`config.mk`:
```
export PLATFORM = sky130hd
export DESIGN_NAME = exc_prio_ctrl
export DESIGN_NICKNAME = d
export VERILOG_FILES = /design/src/rtl/exc_pkg.sv /design/src/rtl/exc_cond_decode.sv /design/src/rtl/exc_prio_select.sv /design/src/rtl/exc_out_reg.sv /design/src/rtl/exc_prio_ctrl.sv
export SDC_FILE = /design/constraint.sdc
export NUM_CORES = 1
export LEC_CHECK = 0
export ABC_AREA = 1
export BUFFER_PORTS_ARGS = -buffer_cell sky130_fd_sc_hd__buf_4
export CELL_PAD_IN_SITES_DETAIL_PLACEMENT = 0
export CELL_PAD_IN_SITES_GLOBAL_PLACEMENT = 2
export CORE_ASPECT_RATIO = 0.9
export CORE_MARGIN = 2
export CORE_UTILIZATION = 25
export DETAILED_ROUTE_END_ITERATION = 12
export HOLD_SLACK_MARGIN = 0.05
export PLACE_DENSITY = 0.82
export SLEW_MARGIN = 5
export SYNTH_ARGS = -nofsm -noshare
export SYNTH_HDL_FRONTEND = slang
export SYNTH_SLANG_ARGS = --single-unit
```
`constraint.sdc`:
```
create_clock -name clk -period 2.5 [get_ports clk]
set_input_delay 0.5 -clock clk [delete_from_list [all_inputs] [get_ports clk]]
set_output_delay 0.5 -clock clk [all_outputs]
set_load 0.01 [all_outputs]
```
`src/rtl/exc_pkg.sv`:
```
package exc_pkg;
  localparam int CODE_W = 4;
  localparam int VEC_W  = 8;

  typedef enum logic [2:0] {
    ST_NONE  = 3'd0,
    ST_EXC   = 3'd1,
    ST_LAST  = 3'd2,
    ST_LAST1 = 3'd3,
    ST_ZERO  = 3'd4,
    ST_UBR   = 3'd5
  } st_e;

  localparam logic [CODE_W-1:0] C_NONE   = 4'd0;
  localparam logic [CODE_W-1:0] C_RSTING = 4'd1;
  localparam logic [CODE_W-1:0] C_RSTED  = 4'd2;
  localparam logic [CODE_W-1:0] C_BUS    = 4'd3;
  localparam logic [CODE_W-1:0] C_CTRAP  = 4'd4;
  localparam logic [CODE_W-1:0] C_CJUMP  = 4'd5;
  localparam logic [CODE_W-1:0] C_FETCH  = 4'd6;
  localparam logic [CODE_W-1:0] C_RESCH  = 4'd7;
  localparam logic [CODE_W-1:0] C_FSTK   = 4'd8;
  localparam logic [CODE_W-1:0] C_ESTK   = 4'd9;

  localparam logic [1:0] EF_NONE = 2'd0;
  localparam logic [1:0] EF_TRAP = 2'd1;
  localparam logic [1:0] EF_MJMP = 2'd2;
  localparam logic [1:0] EF_UJMP = 2'd3;

  typedef struct packed {
    st_e               st;
    logic              delay;
    logic [CODE_W-1:0] code;
    logic [VEC_W-1:0]  vec;
    logic              kill1;
    logic              kill23;
    logic              cyc0;
    logic              cyc123;
    logic              tfault;
    logic              tcond;
    logic              ns1;
    logic              ns23;
  } ctl_t;

  function automatic logic f_pass_rt(input logic no_pass_az, input logic a_zero);
    return !no_pass_az && a_zero;
  endfunction

  function automatic logic f_interlock(input logic rd2, input logic a2, input logic b2,
                                       input logic k_right, input logic pass_rt,
                                       input logic fop, input logic cfld);
    return (rd2 && a2) || (rd2 && b2 && !pass_rt && !k_right) || (fop && cfld);
  endfunction

  function automatic logic f_done(input logic hold_next, input logic mjump);
    return !hold_next || mjump;
  endfunction

  function automatic logic f_fstk(input logic flag, input logic push, input logic pop);
    return flag && (push || !pop);
  endfunction

  function automatic ctl_t f_steps(input ctl_t c);
    ctl_t r;
    r      = c;
    r.ns1  = c.cyc123 || c.kill1;
    r.ns23 = c.cyc123 || c.kill23;
    return r;
  endfunction
endpackage

```
`src/rtl/exc_cond_decode.sv`:
```
module exc_cond_decode (
  input  logic rd2,
  input  logic a_hit2,
  input  logic b_hit2,
  input  logic k_right,
  input  logic no_pass_az,
  input  logic a_zero,
  input  logic field_op,
  input  logic c_field,
  input  logic hold_next,
  input  logic macro_jump,
  input  logic fstk_flag,
  input  logic push_pend,
  input  logic pop_pend,
  output logic pass_rt,
  output logic interlock,
  output logic done,
  output logic fstk_ovf
);
  import exc_pkg::*;

  always_comb begin
    pass_rt   = f_pass_rt(no_pass_az, a_zero);
    interlock = f_interlock(rd2, a_hit2, b_hit2, k_right, pass_rt, field_op, c_field);
    done      = f_done(hold_next, macro_jump);
    fstk_ovf  = f_fstk(fstk_flag, push_pend, pop_pend);
  end
endmodule

```
`src/rtl/exc_prio_select.sv`:
```
module exc_prio_select #(
  parameter int FAULT_W = 2,
  parameter logic [7:0] VEC_RESET   = 8'h01,
  parameter logic [7:0] VEC_BUS     = 8'h10,
  parameter logic [7:0] VEC_COND    = 8'h20,
  parameter logic [7:0] VEC_FETCH   = 8'h30,
  parameter logic [7:0] VEC_RESCH   = 8'h40,
  parameter logic [7:0] VEC_FSTK    = 8'h50,
  parameter logic [7:0] VEC_ESTK    = 8'h60,
  parameter logic [7:0] VEC_DEFAULT = 8'h70
) (
  input  logic               resetting,
  input  logic               was_resetting,
  input  logic [FAULT_W-1:0] bus_fault,
  input  logic               bus_reject,
  input  logic               alu_cond,
  input  logic [1:0]         cond_effect,
  input  logic               interlock,
  input  logic               fetch_fault,
  input  logic               delayed,
  input  logic               done,
  input  logic               inhibit,
  input  logic               resched,
  input  logic               fstk_ovf,
  input  logic               estk_flag,
  output exc_pkg::ctl_t      nxt
);
  import exc_pkg::*;

  ctl_t raw;

  always_comb begin
    raw = '0;
    if (resetting) begin
      raw.st = ST_EXC; raw.code = C_RSTING; raw.vec = VEC_RESET;
      raw.kill1 = 1'b1; raw.kill23 = 1'b1;
    end else if (was_resetting) begin
      raw.st = ST_EXC; raw.code = C_RSTED; raw.vec = VEC_RESET;
      raw.kill1 = 1'b1; raw.kill23 = 1'b1;
    end else if (bus_fault != '0) begin
      raw.st = ST_EXC; raw.code = C_BUS; raw.vec = VEC_BUS; raw.tfault = 1'b1;
      raw.kill1 = 1'b1; raw.kill23 = 1'b1;
    end else if (bus_reject) begin
      raw.st = ST_LAST; raw.delay = 1'b1; raw.cyc0 = 1'b1; raw.cyc123 = 1'b1;
    end else if (alu_cond) begin
      unique case (cond_effect)
        EF_TRAP: begin
          raw.st = ST_EXC; raw.code = C_CTRAP; raw.vec = VEC_COND; raw.tcond = 1'b1;
          raw.kill1 = 1'b1; raw.kill23 = 1'b1;
        end
        EF_MJMP: begin
          raw.st = ST_EXC; raw.code = C_CJUMP;
          raw.kill1 = 1'b1; raw.kill23 = 1'b1;
        end
        EF_UJMP: begin
          raw.st = ST_UBR; raw.kill1 = 1'b1; raw.kill23 = 1'b1;
        end
        default: raw = '0;
      endcase
    end else if (interlock) begin
      raw.st = ST_LAST; raw.delay = 1'b1; raw.cyc0 = 1'b1; raw.kill1 = 1'b1;
    end else if (fetch_fault) begin
      raw.st = ST_EXC; raw.code = C_FETCH; raw.vec = VEC_FETCH;
    end else if (delayed) begin
      raw.st = ST_LAST; raw.vec = VEC_DEFAULT;
    end else if (!done) begin
      raw.st = ST_LAST1; raw.vec = VEC_DEFAULT;
    end else if (inhibit) begin
      raw.st = ST_ZERO; raw.vec = VEC_DEFAULT;
    end else if (resched) begin
      raw.st = ST_EXC; raw.code = C_RESCH; raw.vec = VEC_RESCH;
    end else if (fstk_ovf) begin
      raw.st = ST_EXC; raw.code = C_FSTK; raw.vec = VEC_FSTK;
    end else if (estk_flag) begin
      raw.st = ST_EXC; raw.code = C_ESTK; raw.vec = VEC_ESTK;
    end else begin
      raw.st = ST_ZERO; raw.vec = VEC_DEFAULT;
    end
    nxt = f_steps(raw);
  end
endmodule

```
`src/rtl/exc_out_reg.sv`:
```
module exc_out_reg (
  input  logic          clk,
  input  logic          rst,
  input  exc_pkg::ctl_t d,
  output exc_pkg::ctl_t q
);
  import exc_pkg::*;

  always_ff @(posedge clk) begin
    if (rst) q <= '0;
    else     q <= d;
  end

  p_nostep1_r11: assert property (@(posedge clk) disable iff (rst)
    q.ns1 == (q.cyc123 || q.kill1));
  p_nostep23_r11: assert property (@(posedge clk) disable iff (rst)
    q.ns23 == (q.cyc123 || q.kill23));
  p_flag_excl_r3: assert property (@(posedge clk) disable iff (rst)
    !(q.tfault && q.tcond));
  p_code_state_r1: assert property (@(posedge clk) disable iff (rst)
    (q.code != '0) == (q.st == ST_EXC));
endmodule

```
`src/rtl/exc_prio_ctrl.sv`:
```
module exc_prio_ctrl #(
  parameter int FAULT_W = 2,
  parameter logic [7:0] VEC_RESET   = 8'h01,
  parameter logic [7:0] VEC_BUS     = 8'h10,
  parameter logic [7:0] VEC_COND    = 8'h20,
  parameter logic [7:0] VEC_FETCH   = 8'h30,
  parameter logic [7:0] VEC_RESCH   = 8'h40,
  parameter logic [7:0] VEC_FSTK    = 8'h50,
  parameter logic [7:0] VEC_ESTK    = 8'h60,
  parameter logic [7:0] VEC_DEFAULT = 8'h70
) (
  input  logic               clk,
  input  logic               rst,
  input  logic               in_resetting,
  input  logic               in_was_resetting,
  input  logic [FAULT_W-1:0] in_bus_fault,
  input  logic               in_bus_reject,
  input  logic               in_alu_cond,
  input  logic [1:0]         in_cond_effect,
  input  logic               in_rd_lvl2,
  input  logic               in_a_hit2,
  input  logic               in_b_hit2,
  input  logic               in_k_right,
  input  logic               in_no_pass_az,
  input  logic               in_a_zero,
  input  logic               in_field_op,
  input  logic               in_c_field,
  input  logic               in_fetch_fault,
  input  logic               in_delayed,
  input  logic               in_hold_next,
  input  logic               in_macro_jump,
  input  logic               in_inhibit,
  input  logic               in_resched,
  input  logic               in_fstk_flag,
  input  logic               in_push_pend,
  input  logic               in_pop_pend,
  input  logic               in_estk_flag,
  output logic [2:0]         out_state,
  output logic               out_delay,
  output logic [3:0]         out_code,
  output logic [7:0]         out_vector,
  output logic               out_kill1,
  output logic               out_kill23,
  output logic               out_cycle0,
  output logic               out_cycle123,
  output logic               out_trap_fault,
  output logic               out_trap_cond,
  output logic               out_nostep1,
  output logic               out_nostep23
);
  import exc_pkg::*;

  logic pass_rt, interlock, done, fstk_ovf;
  ctl_t nxt, cur;

  exc_cond_decode u_dec (
    .rd2(in_rd_lvl2), .a_hit2(in_a_hit2), .b_hit2(in_b_hit2), .k_right(in_k_right),
    .no_pass_az(in_no_pass_az), .a_zero(in_a_zero), .field_op(in_field_op),
    .c_field(in_c_field), .hold_next(in_hold_next), .macro_jump(in_macro_jump),
    .fstk_flag(in_fstk_flag), .push_pend(in_push_pend), .pop_pend(in_pop_pend),
    .pass_rt(pass_rt), .interlock(interlock), .done(done), .fstk_ovf(fstk_ovf)
  );

  exc_prio_select #(
    .FAULT_W(FAULT_W), .VEC_RESET(VEC_RESET), .VEC_BUS(VEC_BUS), .VEC_COND(VEC_COND),
    .VEC_FETCH(VEC_FETCH), .VEC_RESCH(VEC_RESCH), .VEC_FSTK(VEC_FSTK),
    .VEC_ESTK(VEC_ESTK), .VEC_DEFAULT(VEC_DEFAULT)
  ) u_sel (
    .resetting(in_resetting), .was_resetting(in_was_resetting), .bus_fault(in_bus_fault),
    .bus_reject(in_bus_reject), .alu_cond(in_alu_cond), .cond_effect(in_cond_effect),
    .interlock(interlock), .fetch_fault(in_fetch_fault), .delayed(in_delayed),
    .done(done), .inhibit(in_inhibit), .resched(in_resched), .fstk_ovf(fstk_ovf),
    .estk_flag(in_estk_flag), .nxt(nxt)
  );

  exc_out_reg u_reg (.clk(clk), .rst(rst), .d(nxt), .q(cur));

  assign out_state      = cur.st;
  assign out_delay      = cur.delay;
  assign out_code       = cur.code;
  assign out_vector     = cur.vec;
  assign out_kill1      = cur.kill1;
  assign out_kill23     = cur.kill23;
  assign out_cycle0     = cur.cyc0;
  assign out_cycle123   = cur.cyc123;
  assign out_trap_fault = cur.tfault;
  assign out_trap_cond  = cur.tcond;
  assign out_nostep1    = cur.ns1;
  assign out_nostep23   = cur.ns23;

  p_reset_kill_r2: assert property (@(posedge clk) disable iff (rst)
    $past(!rst && in_resetting) |-> (out_kill1 && out_kill23 && out_vector == VEC_RESET
                                     && out_state == 3'd1));
  p_reject_hold_r4: assert property (@(posedge clk) disable iff (rst)
    $past(!rst && !in_resetting && !in_was_resetting && in_bus_fault == '0 && in_bus_reject)
      |-> (out_state == 3'd2 && out_delay && out_cycle0 && out_cycle123 && out_code == 4'd0));
  p_clear_r12: assert property (@(posedge clk) disable iff (rst)
    $past(rst) |-> (out_state == 3'd0 && out_vector == 8'd0 && !out_kill1 && !out_nostep23));
endmodule

```
After elaboration in Yosys (flattened, before gate mapping):

Cells that the tools add are included.

* muxes and demuxes: 45
* bitwise gates (word level): 1
* reductions and logical operators: 26
* eq/ne operators: 3

Operator list (number)
* 12-bit 2-to-1 mux: 7
* 3-bit 2-to-1 mux: 12
* 8-bit 2-to-1 mux: 3
* 17-bit 2-to-1 mux: 1
* 4-bit 2-to-1 mux: 4
* 5-bit 2-to-1 mux: 3
* 3-bit case mux with 2 select lines: 2
* 11-bit 2-to-1 mux: 1
* 1-bit 2-to-1 mux: 9
* 1-bit logical AND: 7
* 1-bit logical OR: 6
* 6-bit 2-to-1 mux: 1
* 3-bit OR reduction: 2
* 6-bit OR reduction: 1
* 1-bit zero test: 5
* 5-bit OR reduction: 1
* 2-bit equality test, second input constant: 2
* 2-bit 2-to-1 mux: 2
* 2-bit OR reduction: 2
* 4-bit OR reduction: 1
* 2-bit by 1-bit equality test with 1-bit output, second input constant: 1
* 2-bit nonzero test: 1
* 1-bit inverter: 1

* word-level logic and storage cells: 93
* input port bits: 28
* output and inout bits: 24
* bits in registers: 24

Depth between registers and ports, before layout:

* depth in word-level cells: 16
* gate-level depth with buffers: 9
* depth with buffers taken out: 9

Modules after synthesis:

From an unflattened synthesis, not the netlist that was laid out.

* cells, all modules: 170
* area total of the unflattened synthesis: 1193.6 sq um

Modules (own cells, without submodules)
* exc_out_reg: times used 1, cells each 74, seq. area each 480.5 sq um, area an instance 683.2 sq um
* exc_prio_select: times used 1, cells each 81, seq. area each 0.0 sq um, area an instance 447.9 sq um
* exc_cond_decode: times used 1, cells each 15, seq. area each 0.0 sq um, area an instance 62.6 sq um

Worst setup path before layout:

OpenSTA, ideal clock, no wires.

* path type: input-to-reg
* start: input port in_push_pend
* end: register u_reg.q[21] (netlist name)
* arrival time: 1.102 ns
* library setup time: 0.116 ns
* path slack: 1.282 ns
* buffers on the path: 0
* required time: 2.384 ns
* stages: 8
* path through: inv_1 > nand2_1 > nand2_1 > nand2_1 > o21ai_1 > nand2_1 > a21oi_1 > o21ai_2

* word-level cells in the longest chain between the ends: 14

RTL lines
* start, declared: line exc_prio_ctrl.sv:35 `input logic in_push_pend,`
* 1-bit logical OR: line exc_pkg.sv:60 `return flag && (push || !pop);`
* 1-bit logical AND: line exc_pkg.sv:60
* 3-bit 2-to-1 mux: line exc_prio_select.sv:72 `end else if (fstk_ovf) begin`
* 3-bit 2-to-1 mux: line exc_prio_select.sv:70 `end else if (resched) begin`
* 3-bit 2-to-1 mux: line exc_prio_select.sv:68 `end else if (inhibit) begin`
* 3-bit 2-to-1 mux: line exc_prio_select.sv:66 `end else if (!done) begin`
* 3-bit 2-to-1 mux: line exc_prio_select.sv:64 `end else if (delayed) begin`
* 3-bit 2-to-1 mux: line exc_prio_select.sv:62 `end else if (fetch_fault) begin`
* 3-bit 2-to-1 mux: line exc_prio_select.sv:60 `end else if (interlock) begin`
* 17-bit 2-to-1 mux: line exc_prio_select.sv:45 `end else if (alu_cond) begin`
* 3-bit 2-to-1 mux: line exc_prio_select.sv:43 `end else if (bus_reject) begin`
* 1-bit 2-to-1 mux: line exc_prio_select.sv:40 `end else if (bus_fault != '0) begin`
* 1-bit 2-to-1 mux: line exc_prio_select.sv:37 `end else if (was_resetting) begin`
* 1-bit 2-to-1 mux: line exc_prio_select.sv:34 `if (resetting) begin`
* end signal, assigned: line exc_out_reg.sv:10 `if (rst) q <= '0;`
* end signal, assigned: line exc_out_reg.sv:11 `else q <= d;`
* end, declared: line exc_out_reg.sv:5 `output exc_pkg::ctl_t q`

Every way passes these cells.
A chain may end at the register's enable or synchronous reset.

Worst setup path in the final report:

* start: register u_reg.q[12] (netlist name)
* end: output port out_vector[4]

RTL lines
* end, declared: line exc_prio_ctrl.sv:41 `output logic [7:0] out_vector,`

No word-level cell between the ends.

==> key figures <==
CTS
  • CTS Hold Buffers Added: 0
  • Depth of the CTS H-tree: 1
  • Root buf cell: clkbuf_8
  • CTS Buffer Depth: 2
  • Clk sink count: 19
  • Num CTS Buffers: 3
  • Reg clk slew, reported paths: 0.07 ns
  • Post-CTS setup buffers: 0
  • Post-CTS sizing: 0
  • CTS tree: built

Finish
  • Share of layout cells above drive strength 1: 46.47%
  • Max reg flops: 19
  • Antenna diodes: 0
  • Most flop-heavy register: u_reg.q
  • Fill count: 409
  • Nets: 203
  • P&R area growth vs syn: 43.43%
  • Largest regs: u_reg.q: 19 flops

Global route
  • Largest net degree at the start of global routing: 12
  • Vias in the first global route: 877
  • Global route overflow: 0
  • Initial antenna violation count: 0
  • GRT Overall Usage: 10.88%
  • First-pass GRT wire length: 3850 µm

Hold path
  • Worst Hold Class: in2reg
  • Worst Hold Depth: 2
  • Hold endpoint: u_reg.q[17]$_SDFF_PP0_
  • Hold_sp: in_resetting

Yosys
  • Synthesized area: 991.0 µm²
  • Number of synthesized flops with an enable pin: 0
  • Top cell type's share of synthesized area: 38.38%
  • Synth top cells by count: nand2_1 (25), dfxtp_1 (19), inv_1 (10)
  • Top-count cell post-synth: nand2_1
  • Post-Synth Simple-Gate Area: 33.59%
  • Sequential element share of the synthesized area: 38.38%
  • Asr flop ratio synth: 0%
  • Synth Area in XOR/XNOR: 0%
  • Top_reg_cell synth: dfxtp_1
  • Mux contribution to synthesized area: 0%
  • Synth warn: 0
  • Compound-Gate Fraction of Synth Area: 10.35%
  • Yosys reg bits: 19
  • Synth top area cells: dfxtp_1 (38%), nand2_1 (9.5%), nor2_4 (5.7%)
  • Mapped Avg Cell Area: 8.190 µm²
  • Synth Instances: 121
  • Area leader, netlist: dfxtp_1
  • Post-synthesis adder-cell area fraction: 5.051%
  • Largest family of logic cells by synthesized area: simple AND/OR/NAND/NOR gates
  • Distinct cell type count after synthesis: 31

Setup path
  • Crit-path max FO: 1
  • CP max-delay cell: dfxtp_1
  • Critical Path, Cell by Cell: buf_4
  • CP endpoint kind: output pin
  • Critical path arrival: 0.70 ns
  • Worst Setup Start Kind: flip-flop
  • WP buf/inv: 1
  • Crit path largest cell delay: 0.31 ns
  • Worst Path Required: 2.00 ns
  • CP top delay family: flip-flops
  • WS Path Type: reg2out

Timing
  • WHS: 0.4396 ns
  • Setup TNS: 0 ns
  • Post-layout min period: 1.203 ns
  • Max-slew violations: 0
  • Final Hold Viols: 0
  • Fmax: 0.8310 GHz
  • Final period utilization: 48.13%
  • RSZ-0062 raised after global routing: false
  • Final setup viols: 0

Die
  • Initial Util: 26.37%
  • Die area: 4484 µm²
  • CORE AREA: 3757 µm²
  • Die Ht: 63.73 µm
  • Die X: 70.37 µm
  • Ports: 52
  • Row count: 21

Placed design
  • I/O Buffers: 47
  • HPWL after DPL: 1934 µm
  • GP Congestion: 0.8121

Outcome
  • Status: complete, no violations

Routing
  • Initial DRC Count: 15
  • Total Wirelength: 2313 µm
  • Via count: 893
  • DR vias/cell: 4.134
  • ANT nets after route: 0
  • Avg WL per Cell: 10.71 µm
  • DR pass1 iterations: 4
  • DRC: 0

Job
  • Max cap viols: 0

Power
  • Leakage Power: 0.7291 nW
  • Peak supply drop: 194.8 µV
  • Pwr Density: 466.0 nW/µm²
[where the power goes]
| group | switching [mW] | total [mW] | internal (mW) |
|---|---|---|---|
| Clock | 0.102 | 0.212 | 0.111 |
| Combinational | 0.0706 | 0.133 | 0.0627 |
| Sequential | 0.00288 | 0.317 | 0.314 |
| Total | 0.175 | 0.662 | 0.487 |
[per-stage QoR]
stage	cells	total power [mW]	setup slack (ns)	cell area, µm²	util [%]
final	216	0.6624	1.297	1421	37.83
after global routing	216	0.7064	1.245	1421	37.83
after CTS	216	0.6727	1.289	1421	37.83
after detailed placement	212	0.4585	1.057	1375	36.60
after global placement	212	0.4585	1.086	1375	36.60
after floorplan	124	0.3916	1.282	1002	-
[placed cells by master, fill, tap and decap left out]
cell,instances
nor4_2,1
nor3_1,1
nand2_4,3
nor2_4,5
nor2_2,1
buf_4,47
a21oi_2,1
dfxtp_1,19
o21ai_2,2
ha_1,4
nor2_1,6
clkbuf_8,3
nand3b_1,1
and2_1,1
o21bai_1,2
o21ai_1,2
o22ai_1,1
nand3_1,6
nand3_2,1
nand2_2,1
a21oi_1,4
clkinv_2,1
nand4_2,1
inv_1,10
nand2_1,25
clkinv_4,1
inv_2,9
conb_1,4
nand3_4,1
a31oi_1,2
nand4_1,2
o31ai_2,1
clkinv_1,1
[per-layer routing]
| layer | track usage (%) | vias up | wire (µm) |
|---|---|---|---|
| li1 | - | 472 | - |
| met1 | 13.05 | 395 | 1034 |
| met2 | 18.16 | 24 | 1111 |
| met3 | 3.785 | 2 | 139 |
| met5 | 0 | - | 0 |
| met4 | 3.606 | 0 | 28 |
[layout make-up]
cell class | count | area (µm²) | share of cell area [%]
Inverter | 21 | 83.83 | 5.898
Tap cell | 46 | 57.56 | 4.049
Timing Repair Buffer | 47 | 352.8 | 24.82
Sequential cell | 19 | 380.4 | 26.76
Multi-Input combinational cell | 79 | 500.5 | 35.21
Clock inverter | 1 | 5.005 | 0.3521
Clock buffer | 3 | 41.29 | 2.905
[how the worst max path moves through the flow]
stage / start / to / slack, ns / cells past startpoint
final: u_reg.q[12]$_SDFF_PP0_ / out_vector[4] / 1.30 / 1
after CTS: u_reg.q[12]$_SDFF_PP0_ / out_vector[4] / 1.29 / 1
after detailed placement: in_push_pend / u_reg.q[21]$_SDFF_PP0_ / 1.06 / 9
after global routing: u_reg.q[5]$_SDFF_PP0_ / out_delay / 1.25 / 1
after floorplan: in_push_pend / u_reg.q[21]$_SDFF_PP0_ / 1.28 / 8
after global placement: in_no_pass_az / u_reg.q[16]$_SDFF_PP0_ / 1.09 / 8
[cell families (layout without fill, tap and decap cells)]
family / after synthesis / in the layout
flip-flops: 19 / 19
buffers and inverters: 26 / 72
other: 1 / 4
adder cells (fa/ha/maj): 4 / 4
AO/OA/AOI/OAI: 15 / 15
AND/OR/NAND/NOR: 56 / 56
Note: power is estimated with default switching activity, not from simulation.
